**config.mk**
```make
export PLATFORM = sky130hd
export DESIGN_NAME = serial_tx_unit
export DESIGN_NICKNAME = d
export VERILOG_FILES = /design/src/rtl/stx_pkg.sv /design/src/rtl/stx_baud.sv /design/src/rtl/stx_shift.sv /design/src/rtl/stx_irq.sv /design/src/rtl/serial_tx_unit.sv
export SDC_FILE = /design/constraint.sdc
export NUM_CORES = 1
export LEC_CHECK = 0
export ABC_AREA = 1
export BUFFER_PORTS_ARGS = -buffer_cell sky130_fd_sc_hd__buf_2
export CAP_MARGIN = 5
export CELL_PAD_IN_SITES_DETAIL_PLACEMENT = 1
export CELL_PAD_IN_SITES_GLOBAL_PLACEMENT = 1
export CORE_UTILIZATION = 40
export CTS_BUF_LIST = sky130_fd_sc_hd__clkbuf_8
export CTS_CLUSTER_DIAMETER = 100
export DETAILED_ROUTE_END_ITERATION = 12
export PLACE_DENSITY = 0.78
export SYNTH_ARGS = -nofsm -noshare
export SYNTH_HDL_FRONTEND = slang
export SYNTH_HIERARCHICAL = 1
export SYNTH_SLANG_ARGS = --single-unit
```
**constraint.sdc**
```tcl
create_clock -name clk_i -period 1.8 [get_ports clk_i]
set_input_delay 0.09 -clock clk_i [delete_from_list [all_inputs] [get_ports clk_i]]
set_output_delay 0.09 -clock clk_i [all_outputs]
set_load 0.01 [all_outputs]
```
**src/rtl/stx_pkg.sv**
```systemverilog
package stx_pkg;
  localparam logic [2:0] A_STAT = 3'd0;
  localparam logic [2:0] A_CTLB = 3'd1;
  localparam logic [2:0] A_CTLC = 3'd2;
  localparam logic [2:0] A_DIVL = 3'd3;
  localparam logic [2:0] A_DIVH = 3'd4;
  localparam logic [2:0] A_DATA = 3'd5;

  typedef enum logic [1:0] {
    TXS_IDLE  = 2'd0,
    TXS_START = 2'd1,
    TXS_DATA  = 2'd2,
    TXS_STOP  = 2'd3
  } txs_e;

  // size code -> number of data bits per frame
  function automatic logic [3:0] code_to_bits(input logic [2:0] code);
    case (code)
      3'd0:    code_to_bits = 4'd5;
      3'd1:    code_to_bits = 4'd6;
      3'd2:    code_to_bits = 4'd7;
      3'd7:    code_to_bits = 4'd9;
      default: code_to_bits = 4'd8;
    endcase
  endfunction
endpackage

```
**src/rtl/stx_baud.sv**
```systemverilog
module stx_baud #(
  parameter int DIV_W     = 12,
  parameter int OS_NORMAL = 16
) (
  input  logic             clk_i,
  input  logic             rst_ni,
  input  logic             run_i,
  input  logic [DIV_W-1:0] div_i,
  input  logic             dbl_i,
  output logic             bit_tick_o
);
  localparam int OS_W  = $clog2(OS_NORMAL);
  localparam int PER_W = DIV_W + OS_W + 1;
  localparam logic [OS_W-1:0] OS_LAST_N = OS_W'(OS_NORMAL - 1);
  localparam logic [OS_W-1:0] OS_LAST_D = OS_W'(OS_NORMAL / 2 - 1);

  // clocks in one bit slot
  function automatic logic [PER_W-1:0] bit_clocks(input logic [DIV_W-1:0] d, input logic dbl);
    logic [PER_W-1:0] base;
    base = PER_W'(d) + PER_W'(1);
    bit_clocks = dbl ? base * PER_W'(OS_NORMAL / 2) : base * PER_W'(OS_NORMAL);
  endfunction

  logic [DIV_W-1:0] pre_q;
  logic [OS_W-1:0]  os_q;
  logic [OS_W-1:0]  os_last;
  logic             pre_wrap;

  assign os_last    = dbl_i ? OS_LAST_D : OS_LAST_N;
  assign pre_wrap   = (pre_q == '0);
  assign bit_tick_o = run_i & pre_wrap & (os_q == os_last);

  always_ff @(posedge clk_i or negedge rst_ni) begin
    if (!rst_ni) begin
      pre_q <= '0;
      os_q  <= '0;
    end else if (!run_i) begin
      pre_q <= div_i;
      os_q  <= '0;
    end else if (pre_wrap) begin
      pre_q <= div_i;
      os_q  <= (os_q == os_last) ? '0 : os_q + OS_W'(1);
    end else begin
      pre_q <= pre_q - DIV_W'(1);
    end
  end

  // slot length monitor (divisor and mode are held while a frame runs)
  logic [PER_W-1:0] per_q;
  always_ff @(posedge clk_i or negedge rst_ni) begin
    if (!rst_ni)                   per_q <= '0;
    else if (!run_i || bit_tick_o) per_q <= '0;
    else                           per_q <= per_q + PER_W'(1);
  end

  p_slot_len_r2: assert property (@(posedge clk_i) disable iff (!rst_ni)
    (bit_tick_o && !dbl_i) |-> (per_q == bit_clocks(div_i, 1'b0) - PER_W'(1)))
    else $error("slot length wrong, normal mode");
  p_slot_len_r3: assert property (@(posedge clk_i) disable iff (!rst_ni)
    (bit_tick_o && dbl_i) |-> (per_q == bit_clocks(div_i, 1'b1) - PER_W'(1)))
    else $error("slot length wrong, double speed");
endmodule

```
**src/rtl/stx_shift.sv**
```systemverilog
module stx_shift #(
  parameter int MAX_BITS = 9,
  parameter int CNT_W    = $clog2(MAX_BITS + 1)
) (
  input  logic                clk_i,
  input  logic                rst_ni,
  input  logic                bit_tick_i,
  input  logic                pend_i,
  input  logic [MAX_BITS-1:0] pend_data_i,
  input  logic [CNT_W-1:0]    nbits_i,
  output logic                take_o,
  output logic                busy_o,
  output logic                frame_end_o,
  output logic                tx_o
);
  import stx_pkg::*;

  txs_e                state_q;
  logic [MAX_BITS-1:0] sh_q;
  logic [CNT_W-1:0]    cnt_q;
  logic [CNT_W-1:0]    len_q;
  logic                last_data;

  assign frame_end_o = (state_q == TXS_STOP) & bit_tick_i;
  assign take_o      = pend_i & ((state_q == TXS_IDLE) | frame_end_o);
  assign busy_o      = (state_q != TXS_IDLE);
  assign last_data   = (cnt_q == len_q - CNT_W'(1));

  always_ff @(posedge clk_i or negedge rst_ni) begin
    if (!rst_ni) begin
      state_q <= TXS_IDLE;
      sh_q    <= '0;
      cnt_q   <= '0;
      len_q   <= '0;
    end else if (take_o) begin
      state_q <= TXS_START;
      sh_q    <= pend_data_i;
      len_q   <= nbits_i;
      cnt_q   <= '0;
    end else if (bit_tick_i) begin
      case (state_q)
        TXS_START: state_q <= TXS_DATA;
        TXS_DATA: begin
          sh_q <= sh_q >> 1;
          if (last_data) state_q <= TXS_STOP;
          else           cnt_q   <= cnt_q + CNT_W'(1);
        end
        TXS_STOP: state_q <= TXS_IDLE;
        default:  state_q <= TXS_IDLE;
      endcase
    end
  end

  always_comb begin
    case (state_q)
      TXS_START: tx_o = 1'b0;
      TXS_DATA:  tx_o = sh_q[0];
      default:   tx_o = 1'b1;
    endcase
  end

  p_start_after_take_r5: assert property (@(posedge clk_i) disable iff (!rst_ni)
    take_o |=> !tx_o) else $error("start bit missing after load");
  p_len_in_range_r4: assert property (@(posedge clk_i) disable iff (!rst_ni)
    busy_o |-> (len_q >= CNT_W'(5) && len_q <= CNT_W'(MAX_BITS)))
    else $error("frame length out of range");
endmodule

```
**src/rtl/stx_irq.sv**
```systemverilog
module stx_irq #(
  parameter int               VEC_W    = 8,
  parameter logic [VEC_W-1:0] VEC_BASE = 8'h12
) (
  input  logic             clk_i,
  input  logic             rst_ni,
  input  logic             gie_i,
  input  logic             ie_empty_i,
  input  logic             ie_done_i,
  input  logic             flag_empty_i,
  input  logic             flag_done_i,
  input  logic             ack_i,
  input  logic [VEC_W-1:0] ack_id_i,
  output logic             irq_o,
  output logic [VEC_W-1:0] irq_id_o,
  output logic             ack_empty_o,
  output logic             ack_done_o
);
  localparam logic [VEC_W-1:0] VEC_EMPTY = VEC_BASE;
  localparam logic [VEC_W-1:0] VEC_DONE  = VEC_BASE + VEC_W'(1);

  logic req_empty, req_done;

  assign req_empty   = gie_i & ie_empty_i & flag_empty_i;
  assign req_done    = gie_i & ie_done_i & flag_done_i;
  assign irq_o       = req_empty | req_done;
  assign irq_id_o    = req_empty ? VEC_EMPTY : (req_done ? VEC_DONE : '0);
  assign ack_empty_o = ack_i & (ack_id_i == VEC_EMPTY);
  assign ack_done_o  = ack_i & (ack_id_i == VEC_DONE);

  p_gated_r9: assert property (@(posedge clk_i) disable iff (!rst_ni)
    !gie_i |-> !irq_o) else $error("request while globally disabled");
  p_prio_r9: assert property (@(posedge clk_i) disable iff (!rst_ni)
    (irq_o && flag_empty_i && ie_empty_i) |-> (irq_id_o == VEC_EMPTY))
    else $error("wrong source priority");
endmodule

```
**src/rtl/serial_tx_unit.sv**
```systemverilog
module serial_tx_unit #(
  parameter int         DIV_W     = 12,
  parameter int         OS_NORMAL = 16,
  parameter int         VEC_W     = 8,
  parameter logic [7:0] VEC_BASE  = 8'h12
) (
  input  logic             clk_i,
  input  logic             rst_ni,
  input  logic             wr_en_i,
  input  logic [2:0]       wr_addr_i,
  input  logic [7:0]       wr_data_i,
  input  logic [2:0]       rd_addr_i,
  output logic [7:0]       rd_data_o,
  input  logic             gie_i,
  input  logic             ack_i,
  input  logic [VEC_W-1:0] ack_id_i,
  output logic             irq_o,
  output logic [VEC_W-1:0] irq_id_o,
  output logic             tx_o
);
  import stx_pkg::*;

  localparam int MAX_BITS = 9;
  localparam int CNT_W    = $clog2(MAX_BITS + 1);
  localparam int DIVH_W   = DIV_W - 8;
  localparam logic [7:0] CTLB_MASK = 8'b0110_1101;
  localparam logic [7:0] CTLC_MASK = 8'b0000_0110;

  logic                dbl_q, txc_q, udre_q, full_q;
  logic [7:0]          ctlb_q, ctlc_q;
  logic [DIV_W-1:0]    div_q;
  logic [MAX_BITS-1:0] buf_q;

  // named events
  logic wr_stat, wr_data_ok, take, busy, frame_end, bit_tick;
  logic ack_empty, ack_done;
  logic [CNT_W-1:0] nbits;

  assign wr_stat    = wr_en_i & (wr_addr_i == A_STAT);
  assign wr_data_ok = wr_en_i & (wr_addr_i == A_DATA) & ctlb_q[3];
  assign nbits      = CNT_W'(code_to_bits({ctlb_q[2], ctlc_q[2:1]}));

  always_ff @(posedge clk_i or negedge rst_ni) begin
    if (!rst_ni) begin
      dbl_q  <= 1'b0;
      ctlb_q <= '0;
      ctlc_q <= '0;
      div_q  <= '0;
    end else if (wr_en_i) begin
      case (wr_addr_i)
        A_STAT: dbl_q  <= wr_data_i[1];
        A_CTLB: ctlb_q <= wr_data_i & CTLB_MASK;
        A_CTLC: ctlc_q <= wr_data_i & CTLC_MASK;
        A_DIVL: div_q[7:0] <= wr_data_i;
        A_DIVH: div_q[DIV_W-1:8] <= wr_data_i[DIVH_W-1:0];
        default: ;
      endcase
    end
  end

  // holding register
  always_ff @(posedge clk_i or negedge rst_ni) begin
    if (!rst_ni) begin
      full_q <= 1'b0;
      buf_q  <= '0;
    end else begin
      if (take) full_q <= 1'b0;
      if (wr_data_ok) begin
        full_q <= 1'b1;
        buf_q  <= {ctlb_q[0], wr_data_i};
      end
    end
  end

  // flags: later statements take precedence
  always_ff @(posedge clk_i or negedge rst_ni) begin
    if (!rst_ni) begin
      udre_q <= 1'b1;
      txc_q  <= 1'b0;
    end else begin
      if (ack_empty)  udre_q <= 1'b0;
      if (take)       udre_q <= 1'b1;
      if (wr_data_ok) udre_q <= 1'b0;
      if (ack_done)                 txc_q <= 1'b0;
      if (wr_stat && wr_data_i[6])  txc_q <= 1'b0;
      if (frame_end && !full_q)     txc_q <= 1'b1;
    end
  end

  always_comb begin
    case (rd_addr_i)
      A_STAT:  rd_data_o = {1'b0, txc_q, udre_q, 3'b000, dbl_q, 1'b0};
      A_CTLB:  rd_data_o = ctlb_q;
      A_CTLC:  rd_data_o = ctlc_q;
      A_DIVL:  rd_data_o = div_q[7:0];
      A_DIVH:  rd_data_o = 8'(div_q[DIV_W-1:8]);
      default: rd_data_o = 8'h00;
    endcase
  end

  stx_baud #(.DIV_W(DIV_W), .OS_NORMAL(OS_NORMAL)) u_baud (
    .clk_i(clk_i), .rst_ni(rst_ni), .run_i(busy), .div_i(div_q),
    .dbl_i(dbl_q), .bit_tick_o(bit_tick)
  );

  stx_shift #(.MAX_BITS(MAX_BITS), .CNT_W(CNT_W)) u_shift (
    .clk_i(clk_i), .rst_ni(rst_ni), .bit_tick_i(bit_tick),
    .pend_i(full_q), .pend_data_i(buf_q), .nbits_i(nbits),
    .take_o(take), .busy_o(busy), .frame_end_o(frame_end), .tx_o(tx_o)
  );

  stx_irq #(.VEC_W(VEC_W), .VEC_BASE(VEC_W'(VEC_BASE))) u_irq (
    .clk_i(clk_i), .rst_ni(rst_ni), .gie_i(gie_i),
    .ie_empty_i(ctlb_q[5]), .ie_done_i(ctlb_q[6]),
    .flag_empty_i(udre_q), .flag_done_i(txc_q),
    .ack_i(ack_i), .ack_id_i(ack_id_i), .irq_o(irq_o), .irq_id_o(irq_id_o),
    .ack_empty_o(ack_empty), .ack_done_o(ack_done)
  );

  p_empty_on_load_r7: assert property (@(posedge clk_i) disable iff (!rst_ni)
    (take && !wr_data_ok) |=> udre_q) else $error("empty flag not set on load");
  p_ignored_write_r6: assert property (@(posedge clk_i) disable iff (!rst_ni)
    (wr_en_i && wr_addr_i == A_DATA && !ctlb_q[3] && !full_q) |=> !full_q)
    else $error("disabled write queued data");
  p_done_source_r8: assert property (@(posedge clk_i) disable iff (!rst_ni)
    $rose(txc_q) |-> $past(frame_end)) else $error("done flag rose without frame end");
  p_ack_empty_r10: assert property (@(posedge clk_i) disable iff (!rst_ni)
    (ack_empty && !take) |=> !udre_q) else $error("ack left empty flag set");
  p_ack_done_r10: assert property (@(posedge clk_i) disable iff (!rst_ni)
    (ack_done && !frame_end) |=> !txc_q) else $error("ack left done flag set");
endmodule

```
==> metrics.csv <==
stage;metric;value;unit
clock_network;Bufs on Longest Clock Path;2;
floorplanning;core area;0.00889;mm²
route;Routed wire per std cell;16.0;µm
worst_setup_path;Worst R2R End;u_shift/sh_q[5];
global_route;maximum number of pins on one net before global-route repair;68;
clock_network;CTS buffer count;9;
layout;area delta synth->final;29.5;%
worst_setup_path;r2r setup slk;-100;ps
sta;max-slew violation count;0;
global_route;vias in the first global route;3841;
min_path;Worst Hold Launch;wr_addr_i[2];
min_path;depth of the worst hold-timing path;4;
sta;Final min period;1900;ps
flow_run;Max-Cap Viols;0;
yosys;Synth area leaders;dfrtp_1, nand2_1, inv_1;
route;vias per cell;5.17;
floorplanning;die area;0.00974;mm²
sta;RSZ-0062 raised after global routing;true;
yosys;ys flop type;dfrtp_1;
yosys;cells after synthesis;489;
layout;layout cell share with drive strength beyond 1;30.3;%
power;pwr dens;1040;mW/mm²
yosys;most frequent cell after synthesis;nand2_1;
clock_network;CTS root buf;clkbuf_8;
yosys;post-synth top area cell;dfrtp_1;
global_route;initial antenna violation count;0;
clock_network;# clock sinks;67;
placement;PortBufs;39;
run_status;status;finished, violations left;
layout;Nets;619;
floorplanning;Initial Util;42.1;%
min_path;HP Class;in2reg;
sta;setup_tns;-799;ps
yosys;Mapped Area;0.00374;mm²
floorplanning;IO Pins;45;
clock_network;CTS tree;yes;
floorplanning;Die Wd;98.7;µm
sta;final hold vios;0;
sta;final number of setup-violating endpoints;15;
power;Power Total;5040;µW
sta;period utilization;105;%
yosys;#FFs+latches synth;67;
route;starting DRC count in detailed routing;226;
placement;RD Place Congestion;0.810;
power;Worst IR Drop VDD;0.519;mV
clock_network;H-tree Lvls;3;
yosys;number of flops mapped to enable cells by yosys;0;
global_route;grt total ovfl;0;
yosys;Yosys cell types;32;
sta;Max Clock Skew;15.4;ps
worst_setup_path;WS Path Type;reg2reg;
global_route;GRT Total Usage;24.1;%
worst_setup_path;Critical Path AT;2170;ps
yosys;Commonest cells post-synth;nand2_1, dfrtp_1, inv_1, nor2_1, o21ai_0;
route;post-route ant nets;0;
yosys;Mean Syn Cell Area;7.65;µm²
route;vias after detailed routing;3595;
yosys;Synth top area share;44.1;%
route;drt drc;0;
layout;fill count;1085;
run_status;violated checks;negative setup slack;
floorplanning;Rows;34;
sta;Final WS setup;-98.9;ps
worst_setup_path;worst reg2reg path depth;13;
floorplanning;Die Ht;98.7;µm
worst_setup_path;r2r startpoint;u_baud/pre_q[0];
worst_setup_path;Worst Setup Start Kind;register;
clock_network;Skew-Pair Late Insertion Delay;350;ps
global_route;first-pass GRT wire length;18400;µm
route;drt total wl;11100;µm
layout;n_diodes;0;
clock_network;CTS clk-pin slew, worst paths;80;ps
route;DR pass1 iterations;4;
yosys;ys async rst share;100;%
sta;fmax;527;MHz
yosys;Synthesis Warnings;6;
worst_setup_path;Critical Path Sink Type;register;
worst_setup_path;CP Max Fanout;7;
placement;DP Worst Slack;-246;ps
worst_setup_path;worst endpoint required time;2070;ps
power;leakage power figure;0.00250;µW
yosys;post-synthesis sequential area ratio;44.8;%
min_path;WHS Endpoint;dbl_q;
placement;DP HPWL;7350;µm
-- critical path: stages, from the launching register on --
cell	delay (ps)
dfrtp_1	390
inv_2	80
ha_4	140
nand2_2	50
nor3_2	120
nand3_2	120
nor2_4	160
nand2_2	70
inv_2	80
o21ai_4	100
inv_4	130
buf_6	140
nor3_2	40
a211oi_2	200
-- stage by stage --
stage          std cells  utilization, %  area [µm²]  hold slack [ps]
5_1_grt              696            54.5        4840              177
2_1_floorplan        493               -        3770             -206
4_1_cts              693            53.4        4740              128
3_5_place_dp         658            47.8        4250              145
3_3_place_gp         658            47.8        4250              141
6_report             696            54.5        4840              138
-- how the worst max path moves through the flow --
stage | from | endpoint | slack [ps] | cells after the start
2_1_floorplan | u_baud/pre_q[0] | u_shift/cnt_q[0] | 2 | 14
3_3_place_gp | u_baud/pre_q[0] | u_shift/sh_q[5] | -90 | 12
3_5_place_dp | u_baud/pre_q[1] | u_shift/sh_q[2] | -250 | 12
4_1_cts | u_baud/pre_q[1] | u_shift/sh_q[2] | -100 | 13
5_1_grt | u_baud/pre_q[0] | u_shift/sh_q[7] | -220 | 14
6_report | u_baud/pre_q[0] | u_shift/sh_q[5] | -100 | 13
-- repair_timing --
action / 4_1_cts / 5_1_grt
hold buffers: 9 / 0
gates resized for setup: 47 / 21
pin swaps: 14 / 15
setup buffers: 10 / 4
endpoints found under the hold margin: 74 / 0
setup endpoints to repair: 21 / 21
-- cell usage in the layout (no fill, tap or decap), types with 2 or more instances in the layout --
cell / synthesis / layout
nand2_4: 1 / 2
buf_2: 5 / 39
nand3_1: 33 / 28
clkinv_2: 0 / 2
ha_4: 0 / 2
nor3_1: 7 / 4
nor2_1: 43 / 39
nand2_2: 4 / 18
a21oi_2: 1 / 4
nor2_4: 1 / 3
a21oi_1: 7 / 4
nor2_2: 5 / 7
buf_6: 3 / 11
o21ai_0: 38 / 26
nor3_2: 0 / 3
dlygate4sd3_1: 0 / 9
a211oi_2: 0 / 2
nand2_1: 146 / 131
buf_4: 9 / 36
clkbuf_8: 0 / 9
ha_1: 9 / 6
inv_1: 62 / 58
dfrtp_1: 66 / 66
o21ai_2: 8 / 12
conb_1: 1 / 5
nand4_1: 13 / 13
inv_2: 5 / 10
nand3_2: 2 / 7
xor2_1: 4 / 4
xnor2_1: 7 / 7
o21ai_1: 0 / 8
bufinv_16: 0 / 2
-- power breakdown --
| group | internal, µW | total, µW | switching [µW] |
|---|---|---|---|
| Combinational | 710 | 1540 | 830 |
| Sequential | 1840 | 2110 | 271 |
| Clock | 766 | 1380 | 617 |
| Total | 3320 | 5040 | 1720 |
-- flip-flops by register name (all words and copies together), names as in the netlist --
name	cells
u_baud/pre_q	12
u_shift/len_q	4
dbl_q	1
div_q	12
full_q	1
buf_q	9
u_shift/sh_q	9
ctlb_q	5
ctlc_q	2
udre_q	1
txc_q	1
u_shift/state_q	2
u_shift/cnt_q	4
u_baud/os_q	4
-- layout make-up --
type	instances	area, µm²	area share [%]
tap	108	135	2.79
sequential	67	1680	34.6
multi-input combinational	342	1870	38.6
timing repair buffer	96	699	14.4
clock inverter	7	85.1	1.76
clock buffer	9	124	2.56
inverter	67	254	5.24
-- logic make-up (layout without fill, tap and decap cells) --
| kind of cell | Yosys count | count (layout) | synth area share [%] |
|---|---|---|---|
| other | 1 | 5 | 0.100 |
| adders and majority gates | 9 | 9 | 3.01 |
| AOI/OAI and AO/OA | 59 | 59 | 9.40 |
| buffers and inverters | 84 | 179 | 10.1 |
| xor gates and xnor gates | 11 | 11 | 2.58 |
| DFF | 67 | 67 | 44.8 |
| and+or+nand+nor | 258 | 258 | 30.0 |
-- per-layer routing --
metal / track usage, % / vias up / routed length, µm
li1: - / 1727 / -
met1: 29.9 / 1760 / 4910
met2: 41.9 / 85 / 5610
met3: 3.19 / 23 / 311
met4: 11.4 / 0 / 269
met5: 0 / - / 0
No activity file was read; power rests on OpenSTA's default activity.
